### src/rtl/ifu_pkg.sv
package ifu_pkg;
  typedef enum logic {OP_ADD = 1'b0, OP_SUB = 1'b1} ifu_op_e;

  localparam logic [3:0] REC_NEG  = 4'b1000;
  localparam logic [3:0] REC_POS  = 4'b0100;
  localparam logic [3:0] REC_ZERO = 4'b0010;
endpackage

### src/rtl/ifu_arith_flags.sv
module ifu_arith_flags #(
  parameter int DATA_W = 32
) (
  input  logic              sub_i,
  input  logic [DATA_W-1:0] a_i,
  input  logic [DATA_W-1:0] b_i,
  input  logic [DATA_W-1:0] res_i,
  output logic              carry_o,
  output logic              ovf_o
);
  import ifu_pkg::*;
  localparam int MSB = DATA_W - 1;

  logic sgn_ab_diff;
  logic sgn_ar_diff;

  assign sgn_ab_diff = a_i[MSB] ^ b_i[MSB];
  assign sgn_ar_diff = a_i[MSB] ^ res_i[MSB];

  always_comb begin
    if (ifu_op_e'(sub_i) == OP_SUB) begin
      carry_o = !(a_i < b_i);
      ovf_o   = sgn_ab_diff & sgn_ar_diff;
    end else begin
      carry_o = (res_i < a_i);
      ovf_o   = !sgn_ab_diff & sgn_ar_diff;
    end
  end
endmodule

### src/rtl/ifu_rec_gen.sv
module ifu_rec_gen #(
  parameter int DATA_W = 32
) (
  input  logic [DATA_W-1:0] res_i,
  input  logic              so_i,
  output logic [3:0]        code_o
);
  import ifu_pkg::*;

  always_comb begin
    if (res_i[DATA_W-1])
      code_o = REC_NEG;
    else if (res_i != '0)
      code_o = REC_POS;
    else
      code_o = REC_ZERO;
    code_o[0] = code_o[0] | so_i;
  end
endmodule

### src/rtl/ifu_xr_reg.sv
module ifu_xr_reg #(
  parameter int XR_W = 32
) (
  input  logic            clk,
  input  logic            rst_n,
  input  logic            we_i,
  input  logic [XR_W-1:0] wdata_i,
  input  logic            ca_en_i,
  input  logic            carry_i,
  input  logic            ov_en_i,
  input  logic            ovf_i,
  output logic [XR_W-1:0] q_o,
  output logic            so_next_o
);
  localparam int SO_BIT = XR_W - 1;
  localparam int OV_BIT = XR_W - 2;
  localparam int CA_BIT = XR_W - 3;

  logic [XR_W-1:0] xr_q;
  logic [XR_W-1:0] xr_d;
  logic            xr_en;

  always_comb begin
    xr_d  = xr_q;
    xr_en = we_i | ca_en_i | ov_en_i;
    if (we_i) begin
      xr_d = wdata_i;
    end else begin
      if (ca_en_i)
        xr_d[CA_BIT] = carry_i;
      if (ov_en_i) begin
        xr_d[OV_BIT] = ovf_i;
        if (ovf_i)
          xr_d[SO_BIT] = 1'b1;
      end
    end
  end

  always_ff @(posedge clk or negedge rst_n) begin
    if (!rst_n)
      xr_q <= '0;
    else if (xr_en)
      xr_q <= xr_d;
  end

  assign q_o       = xr_q;
  assign so_next_o = xr_d[SO_BIT];
endmodule

### src/rtl/int_flag_unit.sv
module int_flag_unit #(
  parameter int DATA_W = 32,
  parameter int XR_W   = 32
) (
  input  logic              clk,
  input  logic              rst_n,
  input  logic              op_sub,
  input  logic [DATA_W-1:0] opa,
  input  logic [DATA_W-1:0] opb,
  input  logic [DATA_W-1:0] res,
  input  logic              ca_en,
  input  logic              ov_en,
  input  logic              rec_en,
  input  logic              xr_we,
  input  logic [XR_W-1:0]   xr_wdata,
  output logic [XR_W-1:0]   xr_rdata,
  output logic [3:0]        cr0
);
  logic [1:0] rst_sync_q;
  logic       rst_ok;

  always_ff @(posedge clk or negedge rst_n) begin
    if (!rst_n)
      rst_sync_q <= 2'b00;
    else
      rst_sync_q <= {rst_sync_q[0], 1'b1};
  end
  assign rst_ok = rst_sync_q[1];

  logic       carry_w;
  logic       ovf_w;
  logic       so_next_w;
  logic [3:0] rec_code_w;

  ifu_arith_flags #(.DATA_W(DATA_W)) u_arith (
    .sub_i   (op_sub),
    .a_i     (opa),
    .b_i     (opb),
    .res_i   (res),
    .carry_o (carry_w),
    .ovf_o   (ovf_w)
  );

  ifu_xr_reg #(.XR_W(XR_W)) u_xr (
    .clk       (clk),
    .rst_n     (rst_ok),
    .we_i      (xr_we),
    .wdata_i   (xr_wdata),
    .ca_en_i   (ca_en),
    .carry_i   (carry_w),
    .ov_en_i   (ov_en),
    .ovf_i     (ovf_w),
    .q_o       (xr_rdata),
    .so_next_o (so_next_w)
  );

  ifu_rec_gen #(.DATA_W(DATA_W)) u_rec (
    .res_i  (res),
    .so_i   (so_next_w),
    .code_o (rec_code_w)
  );

  logic [3:0] cr0_q;
  logic [3:0] cr0_d;

  always_comb begin
    cr0_d = rec_en ? rec_code_w : cr0_q;
  end

  always_ff @(posedge clk or negedge rst_ok) begin
    if (!rst_ok)
      cr0_q <= 4'b0000;
    else if (rec_en)
      cr0_q <= cr0_d;
  end

  assign cr0 = cr0_q;
endmodule

### config.mk
export PLATFORM = sky130hd
export DESIGN_NAME = int_flag_unit
export DESIGN_NICKNAME = d
export VERILOG_FILES = /design/src/rtl/ifu_pkg.sv /design/src/rtl/ifu_arith_flags.sv /design/src/rtl/ifu_rec_gen.sv /design/src/rtl/ifu_xr_reg.sv /design/src/rtl/int_flag_unit.sv
export SDC_FILE = /design/constraint.sdc
export NUM_CORES = 1
export LEC_CHECK = 0
export ABC_CLOCK_PERIOD_IN_PS = 2900
export CORE_MARGIN = 2
export CORE_UTILIZATION = 42
export DETAILED_ROUTE_END_ITERATION = 10
export HOLD_SLACK_MARGIN = 0.15
export PLACE_DENSITY = 0.87
export SLEW_MARGIN = 5
export SYNTH_ARGS = -nofsm -noshare
export SYNTH_HDL_FRONTEND = slang
export SYNTH_SLANG_ARGS = --single-unit
export TNS_END_PERCENT = 10
### constraint.sdc
create_clock -name clk -period 2.9 [get_ports clk]
set_input_delay 0.58 -clock clk [delete_from_list [all_inputs] [get_ports clk]]
set_output_delay 0.58 -clock clk [all_outputs]
set_load 0.1 [all_outputs]
Word-level counts from Yosys, hierarchy flattened
Index checks and enable logic that the tools add are counted.

storage, ports and cells
  memory bits (writable) = 0
  memory bits (read-only) = 0
  flip-flop bits (word level) = 38
  output and inout port bits = 36
  memories = 0
  word-level logic and storage cells = 31
  latch bits = 0
  bits of input ports = 135

operators by class
  order comparisons = 2
  shift operators = 0
  reductions and logical operators = 8
  equal/unequal tests = 0
  divide/modulo/power cells = 0
  muxes and demuxes = 8
  add/sub/neg operators = 0
  multipliers = 0
  bitwise gates (word level) = 7

operator list
  kind                 number
  < comparator 32 bit  2
  nonzero test 32 bit  1
  two-way mux 3 bit    2
  AND reduction 2 bit  3
  two-way mux 1 bit    4
  two-way mux 4 bit    1
  nonzero test 2 bit   2
  OR 1 bit             3
  AND 1 bit            2
  zero test 1 bit      2
  two-way mux 2 bit    1
  bitwise XOR 1 bit    2

Depth between registers and ports, before layout
Gate-level depths: netlist (run 1).

  depth after elaboration = 8
  mapped depth = 8

Cells and area by module
From an unflattened synthesis (run 1), not the netlist that was laid out.

unflattened totals
  cell total of the unflattened synthesis = 322
  area total of the unflattened synthesis = 3238.1 um^2

by module, submodules not included
  module           seq. area each (um^2)  cells an instance  instances  area an instance (um^2)
  ifu_arith_flags  0.0                    222                1          1609.0
  ifu_xr_reg       800.8                  75                 1          1332.5
  int_flag_unit    150.1                  11                 1          198.9
  ifu_rec_gen      0.0                    14                 1          97.6

Worst setup path before layout (run 1)
No wires, ideal clock.

  path kind = in2reg
  from = in opb[2]
  to = reg u_xr.xr_q[29], in the netlist u_xr.q_o[29]
  library setup time = 126 ps
  arrival = 1978 ps
  cell stages on the path = 7
  path slack = 796 ps
  path through = inv_1 -> ha_1 -> a211o_1 -> o221ai_2 -> a211oi_1 -> o311a_1 -> a311o_1

on the way
  longest elaborated chain between the ends = 5

RTL lines
  what                    line                   text
  start: declaration      int_flag_unit.sv:9     input logic [DATA_W-1:0] opb,
  < comparator 32 bit     ifu_arith_flags.sv:22  carry_o = !(a_i < b_i);
  zero test 1 bit         ifu_arith_flags.sv:22
  two-way mux 1 bit       ifu_arith_flags.sv:21  if (ifu_op_e'(sub_i) == OP_SUB) begin
  two-way mux 1 bit       ifu_xr_reg.sv:29       if (ca_en_i)
  two-way mux 3 bit       ifu_xr_reg.sv:26       if (we_i) begin
  end signal: assignment  ifu_xr_reg.sv:43       xr_q <= xr_d;
  end: declaration        ifu_xr_reg.sv:19       logic [XR_W-1:0] xr_q;

No other way between the ends. The select of a mux whose other input is x is not followed.
A chain may end at the register's enable or synchronous reset.

Final worst setup path (run 1)
Same ends and word-level chain as after synthesis.

==> results of run 1 <==
## flip-flops by register name, summed over array words and instances (netlist names)
register,flops
rst_sync_q,2
cr0,4
u_xr.q_o,32
## layout make-up
| type | count | area (µm²) | share of cell area (%) |
|---|---|---|---|
| well taps | 96 | 120 | 2.44 |
| flip-flops and latches | 38 | 951 | 19.3 |
| repair buffers | 174 | 1640 | 33.5 |
| clock buffers | 6 | 82.6 | 1.68 |
| inverters | 65 | 244 | 4.96 |
| clock inverters | 2 | 60.1 | 1.22 |
| multi-input cells | 212 | 1810 | 36.9 |
## layout by cell type, fill, tap and decap left out, types with 12 or more instances in the layout
cell type / synthesis / final
buf_4: 0 / 39
nand2_1: 12 / 12
a21oi_1: 25 / 25
inv_1: 65 / 65
mux2_2: 33 / 33
ha_1: 62 / 62
nand4_1: 12 / 12
nor2_1: 12 / 12
clkdlybuf4s50_1: 0 / 134
dfrtp_1: 38 / 38
## worst reg2reg max path: cells and delay by family, from the launching register on
kind | cells | cell delay [ps]
compound gates | 3 | 670
flops | 1 | 420
simple gates | 3 | 260
## stage by stage
| step | setup slack, ps | hold WS [ps] | utilization (%) | instances |
|---|---|---|---|---|
| 6_report | 543 | 305 | 71.5 | 593 |
| 5_1_grt | 456 | 389 | 71.5 | 593 |
| 4_1_cts | 544 | 333 | 71.5 | 593 |
| 3_5_place_dp | 236 | 24.6 | 69.3 | 584 |
| 3_3_place_gp | 240 | 26.4 | 69.3 | 584 |
| 2_1_floorplan | 796 | 284 | - | 319 |
## report_power, final
group          internal, mW  switching [mW]  leakage (nW)  total, mW
Clock                 0.367           0.189        0.0714      0.556
Combinational         0.354           0.592          1.87      0.946
Sequential            0.581          0.0289         0.446      0.610
## per-layer routing
layer	up-vias	GRT usage [%]
met1	1440	26.6
li1	1480	-
met4	0	7.02
met2	97	42.2
met5	-	0
met3	18	4.01
## kinds of logic (layout without fill, tap and decap cells)
logic type | Yosys count | after routing | synth area share (%)
AO/OA/AOI/OAI | 55 | 55 | 11.5
XOR/XNOR | 1 | 1 | 0.290
adder cells (fa/ha/maj) | 62 | 62 | 25.6
buffers and inverters | 69 | 247 | 8.64
flip-flops | 38 | 38 | 31.4
multiplexers | 33 | 33 | 12.3
other | 1 | 1 | 0.124
AND/OR/NAND/NOR | 60 | 60 | 10.0
## path summary, 6_finish.rpt
check                                           end  slack (ps)  depth (start not counted)                startpoint
max                        u_xr.q_o[29]$_DFFE_PN0P_         540                          8                    opb[2]
min                        u_xr.q_o[13]$_DFFE_PN0P_         310                          1   rst_sync_q[1]$_DFF_PN0_
max reg2reg                u_xr.q_o[29]$_DFFE_PN0P_        1420                          6  u_xr.q_o[29]$_DFFE_PN0P_
min reg2reg                u_xr.q_o[13]$_DFFE_PN0P_         310                          1   rst_sync_q[1]$_DFF_PN0_
max in group asynchronous  u_xr.q_o[29]$_DFFE_PN0P_        2230                          1   rst_sync_q[1]$_DFF_PN0_
min in group clk            rst_sync_q[1]$_DFF_PN0_         370                          0   rst_sync_q[0]$_DFF_PN0_
==> out/metrics.yaml, run 1 <==
status:
  status: "completed"
worst_setup_path:
  critPathBufInv: 2
  cp.required_ps: 3070
  cp-start-kind: "input port"
  criticalPathCategory: "input port to flop"
  cp_slowest_stage_delay_ps: 450
  worstPathArrival_ps: 2530
  end_kind: "flop"
  cp_max_fo: 2
  cpMaxStageDelayCell: "clkdlybuf4s50_1"
  path_cells: "clkdlybuf4s50_1 > inv_1 > ha_1 > a211o_1 > o221ai_2 > a211oi_1 > o311a_1 > a311o_1"
  cp_top_family: "compound AO/OA/AOI/OAI gates"
sta:
  min_period_ps: 2360
  tightest_slew_ps: 499
  slew_violations: 0
  finalHoldViolCount: 0
  maxSlewHeadroom_pct: 66.4
  fin_crit_sh_pct: 81.3
  fin_worst_skew_ps: 6.85
  rsz0062_at_grt: "false"
  finalSetupTns_ps: 0
  setup_viol_count_final: 0
  fmax_mhz: 424
drt:
  wl_per_cell_um: 15.5
  antenna_left: 0
  met1_length_um: 3570
  drt_iter0_drc: 99
  met2WireLength_um: 4880
  wirelength_um: 9200
  met3WireLength_um: 544
  drt_pass1_iterations: 4
  via_per_inst: 5.12
  num_vias: 3035
  topRoutingLayerUsed: "met4"
  drc: 0
placement:
  placed_area_um2: 4760
  place.gp.congestion: 0.875
  io_buffers: 170
  dpl.hpwl_um: 8000
clocking:
  clk_path_buf_depth: 2
  cts_max_level: 2
  clock-sinks: 38
  cts-resized-gates: 0
  cts_buffers: 5
  insertion_delay_ps: 290
  post_cts_buffers: 0
  cts_tree: "built"
  clock-root-buffer: "clkbuf_8"
  hold_buffers: 1
  clk_pin_slew_worst_paths_ps: 80
synthesis:
  synth_area_um2: 3030
  yosysUniqueCellTypes: 31
  synth_commonest_cells: "inv_1, ha_1, dfrtp_1"
  ys_warn_count: 0
  synthTopCellsByArea: "dfrtp_1, ha_1, mux2_2"
  synth_top_area_cell: "dfrtp_1"
  synthArstFlopShare_pct: 100
  syn_inst: 319
  synth_edf_count: 0
  seq_area_frac_synth_pct: 31.4
  synth_nets: 516
  synth_seq_cells: 38
  yosysTopAreaCellShare_pct: 31.4
  ys.flop_type: "dfrtp_1"
  post-synth-top-count-cell: "inv_1"
  avgSynthCellArea_um2: 9.48
job:
  maxCapViolCount: 0
die:
  io_pins: 171
  die_w_um: 88.9
  core_area_um2: 6870
  die_y_um: 88.9
  initial_core_util_pct: 44.0
  die_area_um2: 7900
  std_cell_rows: 30
grt:
  grt_pass1_wl_um: 14000
  grt_start_max_net_pins: 36
  grt_pass1_vias: 3169
  track_usage_pct: 22.8
  overflow: 0
  antenna_found_initial: 0
power:
  power_density_nw_per_um2: 430
  power_mw: 2.11
  ir_drop_mv: 0.359
  p_leak_nw: 2.39
finish:
  n_antenna_cell: 0
  fin_nets: 693
  drive_gt1_share_pct: 16.3
  fillers: 529
  areaGrowthSynthToFinish_pct: 62.4
  stdcell_area_um2: 4910
worst_hold_path:
  min_path_type: "flop to asynchronous set/reset pin"
Note: power is estimated with default switching activity, not from simulation.
==> run 2: changes to the inputs <==
Settings changed: ABC_CLOCK_PERIOD_IN_PS 2900 to 2200, CORE_UTILIZATION 42 to 39, PLACE_DENSITY 0.87 to 0.82.
Clock period 2.9 ns to 2.2 ns, I/O delays scaled along.
==> run 2 against run 1 <==
  * Worst hold slack worse by 27 ps
  * Worst setup slack worse by 460 ps
  * Core utilization is 2.7 points lower
  * Global-route usage is 0.86 points lower
  * Non-clock buffer count is 26 higher
==> out/metrics.yaml, run 2 (synthesis results as in run 1) <==
grt:
  overflow: 0  # unchanged
  grt_start_max_net_pins: 32  # was 36
  grt_pass1_wl_um: 15000  # was 14000 µm
  track_usage_pct: 22.0  # was 22.8%
  antenna_found_initial: 0  # unchanged
  grt_pass1_vias: 3289  # was 3169
finish:
  seq_area_um2: 951  # unchanged
  n_antenna_cell: 0  # unchanged
  fillers: 587  # was 529
  fin_nets: 719  # was 693
  multi_input_area_um2: 1910  # was 1810 µm²
  fin_cells: 625  # was 593
  final_cell_mix: "clkdlybuf4s50_1, inv_1, buf_4, ha_1, dfrtp_1"  # was clkdlybuf4s50_1, inv_1, ha_1, buf_4, dfrtp_1
  fin_util_pct: 68.9  # was 71.5%
  stdcell_area_um2: 5240  # was 4910 µm²
  drive_gt1_share_pct: 22.9  # was 16.3%
  layout_commonest_cell: "clkdlybuf4s50_1"  # unchanged
  largest_reg_flops: 32  # unchanged
  areaGrowthSynthToFinish_pct: 73.2  # was 62.4%
sta:
  fmax_mhz: 471
  maxSlewHeadroom_pct: 55.7  # was 66.4%
  setup_viol_count_final: 0  # unchanged
  finalSetupTns_ps: 0  # unchanged
  min_period_ps: 2120
  finalHoldViolCount: 0  # unchanged
  fin_ws_ps: 78.6  # was 543 ps
  fin_worst_skew_ps: 2.30  # was 6.85 ps
  slew_violations: 0  # unchanged
  fin_crit_sh_pct: 96.4
  tightest_slew_ps: 664  # was 499 ps
worst_setup_path:
  end_kind: "flop"  # unchanged
  r2r_start: "u_xr.q_o[29]$_DFFE_PN0P_"  # unchanged
  startpoint: "opb[2]"  # unchanged
  cpMaxStageDelayCell: "clkdlybuf4s50_1"  # unchanged
  path_cells: "clkdlybuf4s50_1 > inv_1 > ha_4 > a211o_1 > o221ai_2 > a211oi_2 > o311a_1 > a311o_1"  # was clkdlybuf4s50_1 > inv_1 > ha_1 > a211o_1 > o221ai_2 > a211oi_1 > o311a_1 > a311o_1
  criticalPathCategory: "input port to flop"  # unchanged
  cp_slowest_stage_delay_ps: 460  # was 450 ps
  cp-start-kind: "input port"  # unchanged
  cp.required_ps: 2370  # was 3070 ps
  cp_max_fo: 2  # unchanged
  worstPathArrival_ps: 2290  # was 2530 ps
clocking:
  insertion_delay_ps: 280  # was 290 ps
  cts_buffers: 5  # unchanged
  clk_path_buf_depth: 2  # unchanged
  clk_pin_slew_worst_paths_ps: 70  # was 80 ps
  clock-root-buffer: "clkbuf_8"  # unchanged
  cts_max_level: 2  # unchanged
  hold_buffers: 0  # was 1
  cts_tree: "built"  # unchanged
  post_cts_buffers: 0  # unchanged
  clock-sinks: 38  # unchanged
power:
  ir_drop_mv: 0.690  # was 0.359 mV
  p_leak_nw: 2.58  # was 2.39 nW
  power_density_nw_per_um2: 543  # was 430 nW/µm²
placement:
  placedCellCount: 617  # was 584
  dpl.hpwl_um: 8070  # was 8000 µm
  post-place-ws_ps: -400  # was 236 ps
  place.gp.congestion: 0.786  # was 0.875
  io_buffers: 170  # unchanged
  placed_area_um2: 4980  # was 4760 µm²
status:
  status: "completed"  # unchanged
die:
  core_area_um2: 7610  # was 6870 µm²
  std_cell_rows: 32  # was 30
  io_pins: 171  # unchanged
  initial_core_util_pct: 39.8  # was 44.0%
  die_y_um: 92.1  # was 88.9 µm
  die_w_um: 92.1  # was 88.9 µm
  die_area_um2: 8480  # was 7900 µm²
drt:
  wirelength_um: 9550  # was 9200 µm
  wl_per_cell_um: 15.3  # was 15.5 µm
  num_vias: 3078  # was 3035
  drt_iter0_drc: 73  # was 99
  antenna_left: 0  # unchanged
  via_per_inst: 4.92  # was 5.12
  drc: 0  # unchanged
  drt_pass1_iterations: 4  # unchanged
worst_hold_path:
  min_path_type: "flop to asynchronous set/reset pin"  # unchanged
job:
  maxCapViolCount: 0  # unchanged
-- run 2: per-stage QoR --
step                      power [mW]  hold slack, ps
after floorplan                 1.59             144
after global placement          2.08             295
after detailed placement        2.11             286
after CTS                       2.85             299
after global routing            2.98             306
final                           2.84             278
-- run 2: final cells by class --
class                           count  area share [%]
Multi-Input combinational cell    212            36.5
Inverter                           65            4.66
Timing Repair Buffer              200            35.6
Sequential cell                    38            18.1
Tap cell                          102            2.44
Clock inverter                      2            1.15
Clock buffer                        6            1.58
-- run 2: path summary, 6_finish.rpt --
| check | end | slack, ps | cells after the start |
|---|---|---|---|
| worst min-delay path | cr0[0]$_DFFE_PN0P_ | 280 | 0 |
| max in group asynchronous | u_xr.q_o[16]$_DFFE_PN0P_ | 1380 | 1 |
| worst max register to register | u_xr.q_o[29]$_DFFE_PN0P_ | 640 | 6 |
| worst max-delay path | u_xr.q_o[29]$_DFFE_PN0P_ | 80 | 8 |
| min in group clk | rst_sync_q[1]$_DFF_PN0_ | 360 | 0 |
| worst min register to register | cr0[0]$_DFFE_PN0P_ | 280 | 0 |
-- run 2: timing repair --
item                                    in CTS  in global routing
endpoints found under the hold margin        0                  0
pin swaps                                    6                 14
endpoints found under the setup margin       1                  1
resized for setup                            5                 15
-- run 2: worst max-delay path: cells and delay by family --
kind	cells	cell delay, ps
compound gates	5	1130
fa+ha+maj	1	210
buf+inv	2	520
-- run 2: layer usage --
layer	global-route usage (%)	part of all wire, %	routed length, µm	up-vias
met5	0	0	0	-
met4	5.97	2.3	221	0
met3	4.60	5.5	524	17
met2	41.3	53	5090	105
met1	25.0	39	3710	1422
li1	-	-	-	1534
-- run 2: power breakdown --
part / leakage, nW / switching (mW) / internal, mW
Clock: 0.0714 / 0.241 / 0.484
Sequential: 0.446 / 0.0446 / 0.766
Combinational: 2.06 / 0.796 / 0.513
Total: 2.58 / 1.08 / 1.76
==> run 3: changes to the inputs <==
Settings changed: CTS_CLUSTER_SIZE from default to 24.
==> results of run 3 <==
Final layout, timing and power as in run 2 (identical DEF).
